==> src/rtl/gpio_pair_pkg.sv <==
package gpio_pair_pkg;

   localparam int unsigned REG_W    = 32;
   localparam int unsigned HALF_W   = REG_W / 2;
   localparam int unsigned SLOT_MAX = HALF_W / 2;

   // one action pair as seen on the bus: [1] is the odd bit, [0] the even bit
   typedef struct packed {
      logic odd;
      logic even;
   } act_pair_t;

   // a pair acts only when exactly one of its bits is written as one
   function automatic logic pair_valid(input act_pair_t p);
      return p.odd ^ p.even;
   endfunction

endpackage

==> src/rtl/gpio_pair_sync.sv <==
module gpio_pair_sync #(
   parameter int unsigned WIDTH  = 8,
   parameter int unsigned STAGES = 2
) (
   input  logic             clk,
   input  logic             rst_n,
   input  logic [WIDTH-1:0] d,
   output logic [WIDTH-1:0] q
);

   logic [WIDTH-1:0] chain [STAGES];

   always_ff @(posedge clk or negedge rst_n) begin
      if (!rst_n) begin
         for (int s = 0; s < STAGES; s++) chain[s] <= '0;
      end else begin
         chain[0] <= d;
         for (int s = 1; s < STAGES; s++) chain[s] <= chain[s-1];
      end
   end

   assign q = chain[STAGES-1];

endmodule

==> src/rtl/gpio_pair_lane.sv <==
module gpio_pair_lane
   import gpio_pair_pkg::*;
(
   input  logic      clk,
   input  logic      rst_n,
   input  logic      wr_go,
   input  act_pair_t lvl_act,   // odd = set, even = clear
   input  act_pair_t dir_act,   // odd = disable, even = enable
   input  logic      pin_sync,
   output logic      lvl,
   output logic      oe,
   output act_pair_t rd_lvl,
   output act_pair_t rd_dir
);

   always_ff @(posedge clk or negedge rst_n) begin
      if (!rst_n) begin
         lvl <= 1'b0;
         oe  <= 1'b0;
      end else if (wr_go) begin
         if (pair_valid(lvl_act)) lvl <= lvl_act.odd;
         if (pair_valid(dir_act)) oe  <= dir_act.even;
      end
   end

   always_comb begin
      if (oe) begin
         rd_lvl.even = lvl;
         rd_lvl.odd  = 1'b0;
      end else begin
         rd_lvl.even = 1'b0;
         rd_lvl.odd  = pin_sync;
      end
      rd_dir.even = oe;
      rd_dir.odd  = 1'b0;
   end

endmodule

==> src/rtl/gpio_pair_reg.sv <==
module gpio_pair_reg
   import gpio_pair_pkg::*;
#(
   parameter int unsigned PIN_CNT     = 8,
   parameter int unsigned SYNC_STAGES = 2
) (
   input  logic                clk,
   input  logic                rst_n,
   input  logic                sel,
   input  logic                wr_en,
   input  logic [REG_W-1:0]    wdata,
   output logic [REG_W-1:0]    rdata,
   input  logic [SLOT_MAX-1:0] pin_in,
   output logic [SLOT_MAX-1:0] pin_out,
   output logic [SLOT_MAX-1:0] pin_oe
);

   if (PIN_CNT < 1 || PIN_CNT > SLOT_MAX) begin : g_bad_pin_cnt
      $error("gpio_pair_reg: PIN_CNT must lie in 1..8");
   end
   if (SYNC_STAGES < 2) begin : g_bad_sync
      $error("gpio_pair_reg: SYNC_STAGES must be at least 2");
   end

   logic                wr_go;
   logic [SLOT_MAX-1:0] pin_sync;
   logic [REG_W-1:0]    status;

   assign wr_go = sel & wr_en;

   gpio_pair_sync #(
      .WIDTH  (SLOT_MAX),
      .STAGES (SYNC_STAGES)
   ) u_sync (
      .clk   (clk),
      .rst_n (rst_n),
      .d     (pin_in),
      .q     (pin_sync)
   );

   for (genvar n = 0; n < SLOT_MAX; n++) begin : g_slot
      if (n < PIN_CNT) begin : g_live
         act_pair_t rd_lvl, rd_dir;

         gpio_pair_lane u_lane (
            .clk      (clk),
            .rst_n    (rst_n),
            .wr_go    (wr_go),
            .lvl_act  (act_pair_t'(wdata[2*n+1 -: 2])),
            .dir_act  (act_pair_t'(wdata[HALF_W+2*n+1 -: 2])),
            .pin_sync (pin_sync[n]),
            .lvl      (pin_out[n]),
            .oe       (pin_oe[n]),
            .rd_lvl   (rd_lvl),
            .rd_dir   (rd_dir)
         );

         assign status[2*n+1 -: 2]        = rd_lvl;
         assign status[HALF_W+2*n+1 -: 2] = rd_dir;
      end else begin : g_empty
         logic unused_slot;
         assign unused_slot = ^{pin_sync[n], wdata[2*n+1 -: 2],
                                wdata[HALF_W+2*n+1 -: 2]};
         assign pin_out[n]                = 1'b0;
         assign pin_oe[n]                 = 1'b0;
         assign status[2*n+1 -: 2]        = 2'b00;
         assign status[HALF_W+2*n+1 -: 2] = 2'b00;
      end
   end

   assign rdata = sel ? status : '0;

endmodule

==> config.mk <==
export PLATFORM = sky130hd
export DESIGN_NAME = gpio_pair_reg
export DESIGN_NICKNAME = d
export VERILOG_FILES = /design/src/rtl/gpio_pair_pkg.sv /design/src/rtl/gpio_pair_sync.sv /design/src/rtl/gpio_pair_lane.sv /design/src/rtl/gpio_pair_reg.sv
export SDC_FILE = /design/constraint.sdc
export NUM_CORES = 1
export LEC_CHECK = 0
export ABC_AREA = 1
export BUFFER_PORTS_ARGS = -buffer_cell sky130_fd_sc_hd__buf_2
export CORE_ASPECT_RATIO = 1.4
export CORE_MARGIN = 2
export CORE_UTILIZATION = 45
export DETAILED_ROUTE_END_ITERATION = 10
export HOLD_SLACK_MARGIN = 0.1
export PLACE_DENSITY_LB_ADDON = 0.2
export SYNTH_ARGS = -nofsm -noshare
export SYNTH_HDL_FRONTEND = slang
export SYNTH_SLANG_ARGS = --single-unit
export TNS_END_PERCENT = 50
==> constraint.sdc <==
create_clock -name clk -period 0.9 [get_ports clk]
set_input_delay 0 -clock clk [delete_from_list [all_inputs] [get_ports clk]]
set_output_delay 0 -clock clk [all_outputs]
set_load 0.02 [all_outputs]
# Word level (Yosys, flattened, before mapping)
# Index checks and enable logic that the tools add are counted.
# totals
reg_bits	32
inputBits	44
output_inout_bits	48
word_cells	60
# op_classes
n_mux	9
bitwise	17
reduce_logical	16
# ops
operator	n
2-bit AND reduction	16
31-bit 2-to-1 mux	1
2-bit 2-to-1 mux	8
1-bit XOR	16
1-bit bitwise AND	1

# Logic depth before layout (Yosys ltp)
# Gate-level depths: netlist (run 1).
# logic_depth
ltp_word	2
depth_mapped	6
mapped_depth_nobuf	4

# Hierarchy
# A second synthesis (run 1) with hierarchy kept.
# unflattened
hier_cells	302
area_unflattened_um2	1963.1
# modules_own_cells
module	instances	cells_per_inst	area_per_inst_um2	seq_area_each_um2
gpio_pair_lane	8	26	147.6	50.0
gpio_pair_sync	1	24	460.4	400.4
gpio_pair_reg	1	70	321.6	0.0

# Worst setup path before layout (run 1)
# Ideal clock, no wire load.
# synth_path
path_type	reg-to-output
from	reg g_slot[0].g_live.u_lane.oe
to	out rdata[0]
arrival_ps	732
required_time_ps	900
slack_ps	168
path_stages_with_launch	3
path_buffers	0
path_cell_list	dfrtp_1 > nand2_1 > nor2_1
# synth_between
elab_chain_len	2
# synth_rtl
element	line	text
from (decl)	gpio_pair_lane.sv:11	output logic oe,
from (signal assigned)	gpio_pair_lane.sv:22	if (pair_valid(dir_act)) oe <= dir_act.even;
2-bit 2-to-1 mux	gpio_pair_lane.sv:27	if (oe) begin
31-bit 2-to-1 mux	gpio_pair_reg.sv:71	assign rdata = sel ? status : '0;
to (decl)	gpio_pair_reg.sv:12	output logic [REG_W-1:0] rdata,
# Every way passes these cells.

# Final worst setup path (run 1)
# layout_path
from	reg g_slot[3].g_live.u_lane.oe
to	out rdata[6]
# layout_between
elab_chain_len	2
# layout_rtl
element	line
from (decl)	gpio_pair_lane.sv:11
from (signal assigned)	gpio_pair_lane.sv:22
2-bit 2-to-1 mux	gpio_pair_lane.sv:27
31-bit 2-to-1 mux	gpio_pair_reg.sv:71
# Every way passes these cells.

==> out/summary.txt, run 1 <==
SETUP PATH
---------------------------------------------------------------------------------
Endpoint kind of the worst setup timing path                         primary output
Required arrival time at the worst endpoint                                900 ps
Startpoint type of the worst setup path                                 flip-flop
Highest-delay cell along the critical path                           sky130_fd_sc_hd__dfrtp_1
Critical path class                                                  flip-flop to primary output
Largest stage delay on the critical path                                   440 ps
CP Max Fanout                                                                   5
Arrival time of the worst setup path                                      1080 ps
Chain of cells forming the critical path                             nand2_2 > nor2_1 > buf_4

POWER AND IR DROP
---------------------------------------------------------------------------------
Leakage power summed over all cells                                       1.59 nW
Total Power Consumption                                                 0.00461 W
Clock network fraction of total power                                       0.243
Cell internal power dissipation                                         0.00294 W
Switching pwr                                                           0.00166 W
Proportion of power drawn by flip-flops and latches                         0.389
VDD IR max                                                                1450 uV
Share of total power in combinational logic                                 0.368
Switching part of the total power                                           0.361
Power density relative to cell area                                   1640 nW/um2

TIMING
---------------------------------------------------------------------------------
Setup repair after global routing missed its margin                           yes
Smallest setup slack after layout                                         -182 ps
Final-report max-slew violation count                                           0
Max frequency                                                             924 MHz
Count of final setup violators                                                 33
Clock Skews                                                               1.78 ps
Time the final worst path needs with I/O delays and setup                 1080 ps
Part of the cycle the worst path needs                                       1.20
Final hold vios                                                                 0

SYNTHESIS
---------------------------------------------------------------------------------
Post-synthesis instance area                                             1730 um2
Most repeated cell in the gate-level netlist after synthesis         sky130_fd_sc_hd__nand2_1
Most frequent cells after synthesis                                  80 x sky130_fd_sc_hd__nand2_1, 40 x sky130_fd_sc_hd__inv_1, 32 x sky130_fd_sc_hd__dfrtp_1
Post-Synth Simple-Gate Area                                                 0.310
Xor-xnor portion of the synthesized cell area                                   0
Synthesized-area fraction occupied by ao, oa, aoi and oai cells                 0
Share of Yosys cell area claimed by the top area cell type                  0.462
Count of flip-flops with a built-in enable after synthesis                      0
Flop and latch count out of synthesis                                          32
Area leader, netlist                                                 sky130_fd_sc_hd__dfrtp_1
Syn_area_per_cell                                                        7.43 um2
Area contributors post-synth                                         sky130_fd_sc_hd__dfrtp_1 46%, sky130_fd_sc_hd__nand2_1 17%, sky130_fd_sc_hd__buf_4 13%
Mux cell area share after synthesis                                             0
Adder and majority cell fraction of the synthesized area                        0
Dominant combinational cell family by area after synthesis           simple AND/OR/NAND/NOR gates
Count of warnings emitted by yosys                                              0
Main synth FF type                                                   sky130_fd_sc_hd__dfrtp_1
Number of standard cells after synthesis                                      233
Fraction of synthesis flops using an asynchronous set or reset pin           1.00
Library cells used by synthesis                                                10
Part of the Yosys area used for sequential elements                         0.462

PLACED DESIGN
---------------------------------------------------------------------------------
Port-buffer cells                                                              83
Final weighted congestion in routability-driven placement                   0.780
Placement-stage worst setup slack                                         82.2 ps
HPWL after detailed placement                                             2.86 mm

CLOCK TREE
---------------------------------------------------------------------------------
H-tree Lvls                                                                     2
CTS Buf Count                                                                   5
Clock tree from TritonCTS                                                    done
Longest Clk Path Bufs                                                           2
Num Clock Sinks                                                                32
CTS root buf                                                         sky130_fd_sc_hd__clkbuf_8
Insertion delay of the later-clocked pin in the worst-skew pair            290 ps
Worst-path clk slew                                                         70 ps

FLOORPLANNING
---------------------------------------------------------------------------------
Ports placed on the boundary                                                   92
Core ar.                                                                 3680 um2
Std cell rows                                                                  26
Horiz. Die Dim                                                            56.4 um
Die Area                                                                 4370 um2
Vert. Die Dim                                                             77.4 um
Initial standard-cell utilization of the core                               0.471

GLOBAL ROUTE
---------------------------------------------------------------------------------
Vias in the first global route                                               1656
Antenna violations before repair                                                0
Overflow after GRT                                                              0
First-pass GRT wire length                                                7.32 mm
Maximum number of pins on one net before global-route repair                   19
Overall global routing resource usage                                       0.214

ROUTING
---------------------------------------------------------------------------------
Number of nets still failing antenna checks after routing                       0
Total routed wirelength                                                   4.79 mm
Via-per-instance ratio                                                       4.45
Detailed-route wire length per cell                                       12.0 um
Via count                                                                    1774
Number of DRC violations after detailed-routing iteration 0                    58
DRT Pass-1 Iters                                                                4
DRC violations left                                                             0

CELLS AND AREA
---------------------------------------------------------------------------------
Layout cell share with drive strength beyond 1                              0.395
Inserted Diodes                                                                 0
Area added between synthesis and finish                                     62.1%
Number of fill cells                                                          259
Multi-input gate area                                                     614 um2
Net total in the final layout                                                 400
Area of all sequential standard cells                                     803 um2

OUTCOME
---------------------------------------------------------------------------------
Outcome                                                              complete, but fails checks
Violations in the final reports                                      negative setup slack

RUN
---------------------------------------------------------------------------------
Number of max-capacitance violations reported                                   0

WORST HOLD PATH
---------------------------------------------------------------------------------
Min-Delay Path Class                                                 input port to async pin

==> power groups by stage <==
stage	clock (W)	combinational, W	sequential [W]
final	0.00112	0.00170	0.00179
after global routing	0.00121	0.00183	0.00181
after CTS	0.00115	0.00153	0.00177
after detailed placement	0	0.00119	0.00181
after global placement	0	0.00117	0.00180
after floorplan	0	0.000988	0.00176
==> worst paths after layout <==
kind	endpoint	depth (start not counted)	slack, ps	start
worst max-delay path	rdata[6]	3	-180	g_slot[3].g_live.u_lane.oe$_DFFE_PN0P_
worst min register to register	u_sync.q[5]$_DFF_PN0_	0	350	u_sync.chain[13]$_DFF_PN0_
worst max register to register	g_slot[6].g_live.u_lane.oe$_DFFE_PN0P_	6	-110	g_slot[6].g_live.u_lane.oe$_DFFE_PN0P_
min in group clk	g_slot[7].g_live.u_lane.oe$_DFFE_PN0P_	4	170	sel
max in group asynchronous	g_slot[2].g_live.u_lane.oe$_DFFE_PN0P_	3	290	rst_n
worst min-delay path	g_slot[7].g_live.u_lane.lvl$_DFFE_PN0P_	2	170	rst_n
==> per-layer routing <==
| layer | up-vias | share of wire | track usage |
|---|---|---|---|
| met3 | 13 | 0.043 | 0.0533 |
| li1 | 883 | - | - |
| met5 | - | 0 | 0 |
| met1 | 826 | 0.38 | 0.231 |
| met4 | 0 | 0.028 | 0.0810 |
| met2 | 52 | 0.54 | 0.393 |
==> critical path, delay by kind of cell (launching register included) <==
family | cells | cell delay (ps)
flops | 1 | 440
simple gates | 2 | 200
buf+inv | 1 | 150
==> per-stage QoR <==
step / std cells / util / setup TNS, ps / hold WS (ps) / area (um2)
detailed placement: 340 / 0.559 / 0 / -54.4 / 2060
floorplan: 240 / - / 0 / -296 / 1760
CTS: 397 / 0.731 / -2440 / 157 / 2690
global route: 399 / 0.764 / -4460 / 203 / 2810
global placement: 340 / 0.559 / 0 / -58.1 / 2060
finish: 399 / 0.764 / -2910 / 172 / 2810
==> sequential cells by signal (all words and copies together) (netlist names) <==
| signal | count |
|---|---|
| g_slot.g_live.u_lane.lvl | 8 |
| g_slot.g_live.u_lane.oe | 8 |
| u_sync.chain | 8 |
| u_sync.q | 8 |
==> final cells by class <==
type / instances / share of cell area
Multi-Input combinational cell: 137 / 0.219
Tap cell: 42 / 0.0187
Clock inverter: 3 / 0.00847
Inverter: 40 / 0.0535
Clock buffer: 5 / 0.0245
Sequential cell: 32 / 0.286
Timing Repair Buffer: 140 / 0.390
==> cell usage in the layout (no fill, tap or decap), types with 2 or more instances in the layout <==
cell	n
sky130_fd_sc_hd__dlygate4sd3_1	41
sky130_fd_sc_hd__dfrtp_1	30
sky130_fd_sc_hd__buf_2	56
sky130_fd_sc_hd__dfrtp_2	2
sky130_fd_sc_hd__nand3_1	16
sky130_fd_sc_hd__inv_1	34
sky130_fd_sc_hd__nor2_2	14
sky130_fd_sc_hd__nor2_4	2
sky130_fd_sc_hd__buf_4	26
sky130_fd_sc_hd__buf_12	2
sky130_fd_sc_hd__nand2_2	9
sky130_fd_sc_hd__inv_2	6
sky130_fd_sc_hd__buf_6	15
sky130_fd_sc_hd__nor2_1	16
sky130_fd_sc_hd__clkbuf_8	5
sky130_fd_sc_hd__clkinvlp_4	2
sky130_fd_sc_hd__conb_1	8
sky130_fd_sc_hd__nand2_1	71
==> logic make-up (layout without fill, tap and decap cells) <==
| kind of cell | after synthesis | count (layout) |
|---|---|---|
| other | 1 | 8 |
| DFF | 32 | 32 |
| and+or+nand+nor | 129 | 129 |
| buffers and inverters | 71 | 188 |
==> timing repair <==
action / in CTS / in global routing
setup endpoints to repair: 29 / 38
endpoints found under the hold margin: 56 / 0
hold buffers: 41 / 0
pin swaps: 10 / 9
setup buffers: 8 / 2
resized for setup: 28 / 39
Note: power is estimated with default switching activity, not from simulation.
==> run 2, diff against run 1 <==
- ABC_CLOCK_PERIOD_IN_PS: unset -> 1300
- CORE_UTILIZATION: 45 -> 48
- clock period: 0.9 -> 1.3 ns (I/O delays scaled with it)
==> out/summary.txt, run 2 (synthesis results as in run 1) <==
OUTCOME
-------------------------------------------------------------------------------------
Outcome                                                                  finished, final reports clean

ROUTING
-------------------------------------------------------------------------------------
Number of nets still failing antenna checks after routing                           0   unchanged
Detailed-route wire length per cell                                           11.1 um   -7.7%
Via-per-instance ratio                                                           4.40   -1.1%
Via count                                                                        1737   -2.1%
Number of DRC violations after detailed-routing iteration 0                        33   -43%
DRT Pass-1 Iters                                                                    4   unchanged
DRC violations left                                                                 0   unchanged
Total routed wirelength                                                       4.38 mm   -8.6%

CLOCK TREE
-------------------------------------------------------------------------------------
H-tree Lvls                                                                         2   unchanged
Insertion delay of the later-clocked pin in the worst-skew pair                280 ps   about the same
CTS root buf                                                             sky130_fd_sc_hd__clkbuf_8
Longest Clk Path Bufs                                                               2   unchanged
Worst-path clk slew                                                             70 ps   about the same
Num Clock Sinks                                                                    32   unchanged
Clock tree from TritonCTS                                                        done
CTS Buf Count                                                                       5   unchanged

PLACED DESIGN
-------------------------------------------------------------------------------------
Placement-stage worst setup slack                                              475 ps   +392 ps
HPWL after detailed placement                                                 2.66 mm   -6.8%
Port-buffer cells                                                                  83   unchanged
Final weighted congestion in routability-driven placement                       0.808   +3.5%
Placed Cells                                                                      335   -1.5%
Cell area after placement                                                    2020 um2   -1.8%

SETUP PATH
-------------------------------------------------------------------------------------
CP Max Fanout                                                                       3   -2
Setup slack of the worst register-to-register path                              50 ps   +160 ps
Arrival time of the worst setup path                                          1430 ps   +350 ps
Startpoint of the worst setup timing path                                g_slot[2].g_live.u_lane.lvl$_DFFE_PN0P_
Startpoint type of the worst setup path                                     flip-flop
Highest-delay cell along the critical path                               sky130_fd_sc_hd__dlygate4sd3_1
Largest stage delay on the critical path                                       540 ps   +100 ps
Critical path class                                                      flip-flop to flip-flop
Buf+Inv Stages, Crit Path                                                           2   +1
Endpoint kind of the worst setup timing path                                flip-flop
Chain of cells forming the critical path                                 inv_2 > nand2_1 > nand2_1 > dlygate4sd3_1 > nand2_1
Cell seen most often among critical-path stages                          sky130_fd_sc_hd__nand2_1
Required arrival time at the worst endpoint                                   1480 ps   +580 ps
CP delay by family, top                                                  buffers and inverters
Worst reg2reg path startpoint                                            g_slot[2].g_live.u_lane.lvl$_DFFE_PN0P_

WORST HOLD PATH
-------------------------------------------------------------------------------------
Worst hold start                                                                wr_en
Min-Delay Path Class                                                     input port to flip-flop

TIMING
-------------------------------------------------------------------------------------
Final-report max-slew violation count                                               0   unchanged
Final hold vios                                                                     0   unchanged
Time the final worst path needs with I/O delays and setup                     1250 ps
Count of final setup violators                                                      0   -100%
Setup repair after global routing missed its margin                                no
Worst hold slack across all endpoints                                          124 ps   -48.3 ps
Part of the cycle the worst path needs                                          0.960
Smallest setup slack after layout                                             52.1 ps   +234 ps
Final-layout setup total negative slack                                          0 ps   +2910 ps
Max frequency                                                                 801 MHz
Clock Skews                                                                  0.442 ps   -1.34 ps

GLOBAL ROUTE
-------------------------------------------------------------------------------------
Overall global routing resource usage                                           0.237   +0.0224
Maximum number of pins on one net before global-route repair                       33   +14
First-pass GRT wire length                                                    7.00 mm   -4.3%
Overflow after GRT                                                                  0   unchanged
Vias in the first global route                                                   1725   +4.2%
Antenna violations before repair                                                    0   unchanged

CELLS AND AREA
-------------------------------------------------------------------------------------
Net total in the final layout                                                     398   -0.50%
Layout cell share with drive strength beyond 1                                  0.330   -0.0654
Inserted Diodes                                                                     0   unchanged
Non-filler cells in the finished layout                                           395   -1.0%
Most frequent standard cell in the layout excluding fill and tap cells   sky130_fd_sc_hd__buf_2
Area added between synthesis and finish                                         53.3%
Post-route cell area                                                         2650 um2   -5.5%
Leading cell types in the layout, fill and taps excluded                 83 x sky130_fd_sc_hd__buf_2, 80 x sky130_fd_sc_hd__nand2_1, 42 x sky130_fd_sc_hd__dlygate4sd3_1

RUN
-------------------------------------------------------------------------------------
Number of max-capacitance violations reported                                       0   unchanged

FLOORPLANNING
-------------------------------------------------------------------------------------
Horiz. Die Dim                                                                54.8 um   -3.0%
Die Area                                                                     4110 um2   -5.9%
Std cell rows                                                                      25   -3.8%
Vert. Die Dim                                                                 75.1 um   -3.0%
Ports placed on the boundary                                                       92   unchanged
Core ar.                                                                     3410 um2   -7.2%
Initial standard-cell utilization of the core                                   0.508   +0.0368

POWER AND IR DROP
-------------------------------------------------------------------------------------
VDD IR max                                                                    1200 uV   -17%
Leakage power summed over all cells                                           1.58 nW   -0.78%
Power density relative to cell area                                       1200 nW/um2   -27%

run 2: cell count changes in the layout (fill, tap and decap cells not counted), moves of 6 or more:
cell	before	now
sky130_fd_sc_hd__buf_2	56	83
sky130_fd_sc_hd__buf_4	26	7
sky130_fd_sc_hd__buf_6	15	0
sky130_fd_sc_hd__nand2_1	71	80
sky130_fd_sc_hd__nand2_2	9	0
sky130_fd_sc_hd__nor2_1	16	22
run 2: report_power, final:
part           switching (W)  internal, W  leakage (nW)
combinational       0.000576     0.000407          1.14
clock               0.000386     0.000577        0.0548
sequential          0.000117      0.00112         0.380
total                0.00108      0.00210          1.58
run 2: worst min-delay path, cell delays in order:
cell and delay [ps]:
sky130_fd_sc_hd__buf_2 170, sky130_fd_sc_hd__nand3_1 100, sky130_fd_sc_hd__nand2_1 40, sky130_fd_sc_hd__nand2_1 50
run 2: metal layers:
layer	track usage	part of all wire	vias up	wire [um]
met5	0	0	-	0
met3	0.0635	0.049	4	213
met1	0.249	0.40	802	1760
li1	-	-	879	-
met2	0.438	0.54	52	2360
met4	0.0778	0.0089	0	39
run 2: layout make-up:
class	count	area, um2
clock inverter	3	46.3
timing repair buffer	138	971
inverter	40	150
multi-input combinational	137	567
fill	260	756
clock buffer	5	68.8
tap	40	50.0
sequential	32	801
run 2: timing repair:
action	in CTS	in global routing
resized for setup	0	12
endpoints found under the setup margin	0	11
buffers inserted	0	5
hold buffers	52	0
endpoints found under the hold margin	56	0
run 2: worst paths after layout:
kind / endpoint / cells past startpoint
setup / recovery: g_slot[2].g_live.u_lane.lvl$_DFFE_PN0P_ / 5
hold / removal: g_slot[5].g_live.u_lane.oe$_DFFE_PN0P_ / 4
setup reg to reg: g_slot[2].g_live.u_lane.lvl$_DFFE_PN0P_ / 5
hold reg to reg: u_sync.q[6]$_DFF_PN0_ / 0
max in group asynchronous: u_sync.chain[11]$_DFF_PN0_ / 3
min in group asynchronous: u_sync.chain[13]$_DFF_PN0_ / 3
run 2: per-stage QoR:
stage	util	power, W
after CTS	0.778	0.00315
after floorplan	-	0.00190
after global placement	0.592	0.00204
final	0.778	0.00318
after detailed placement	0.592	0.00206
after global routing	0.778	0.00337
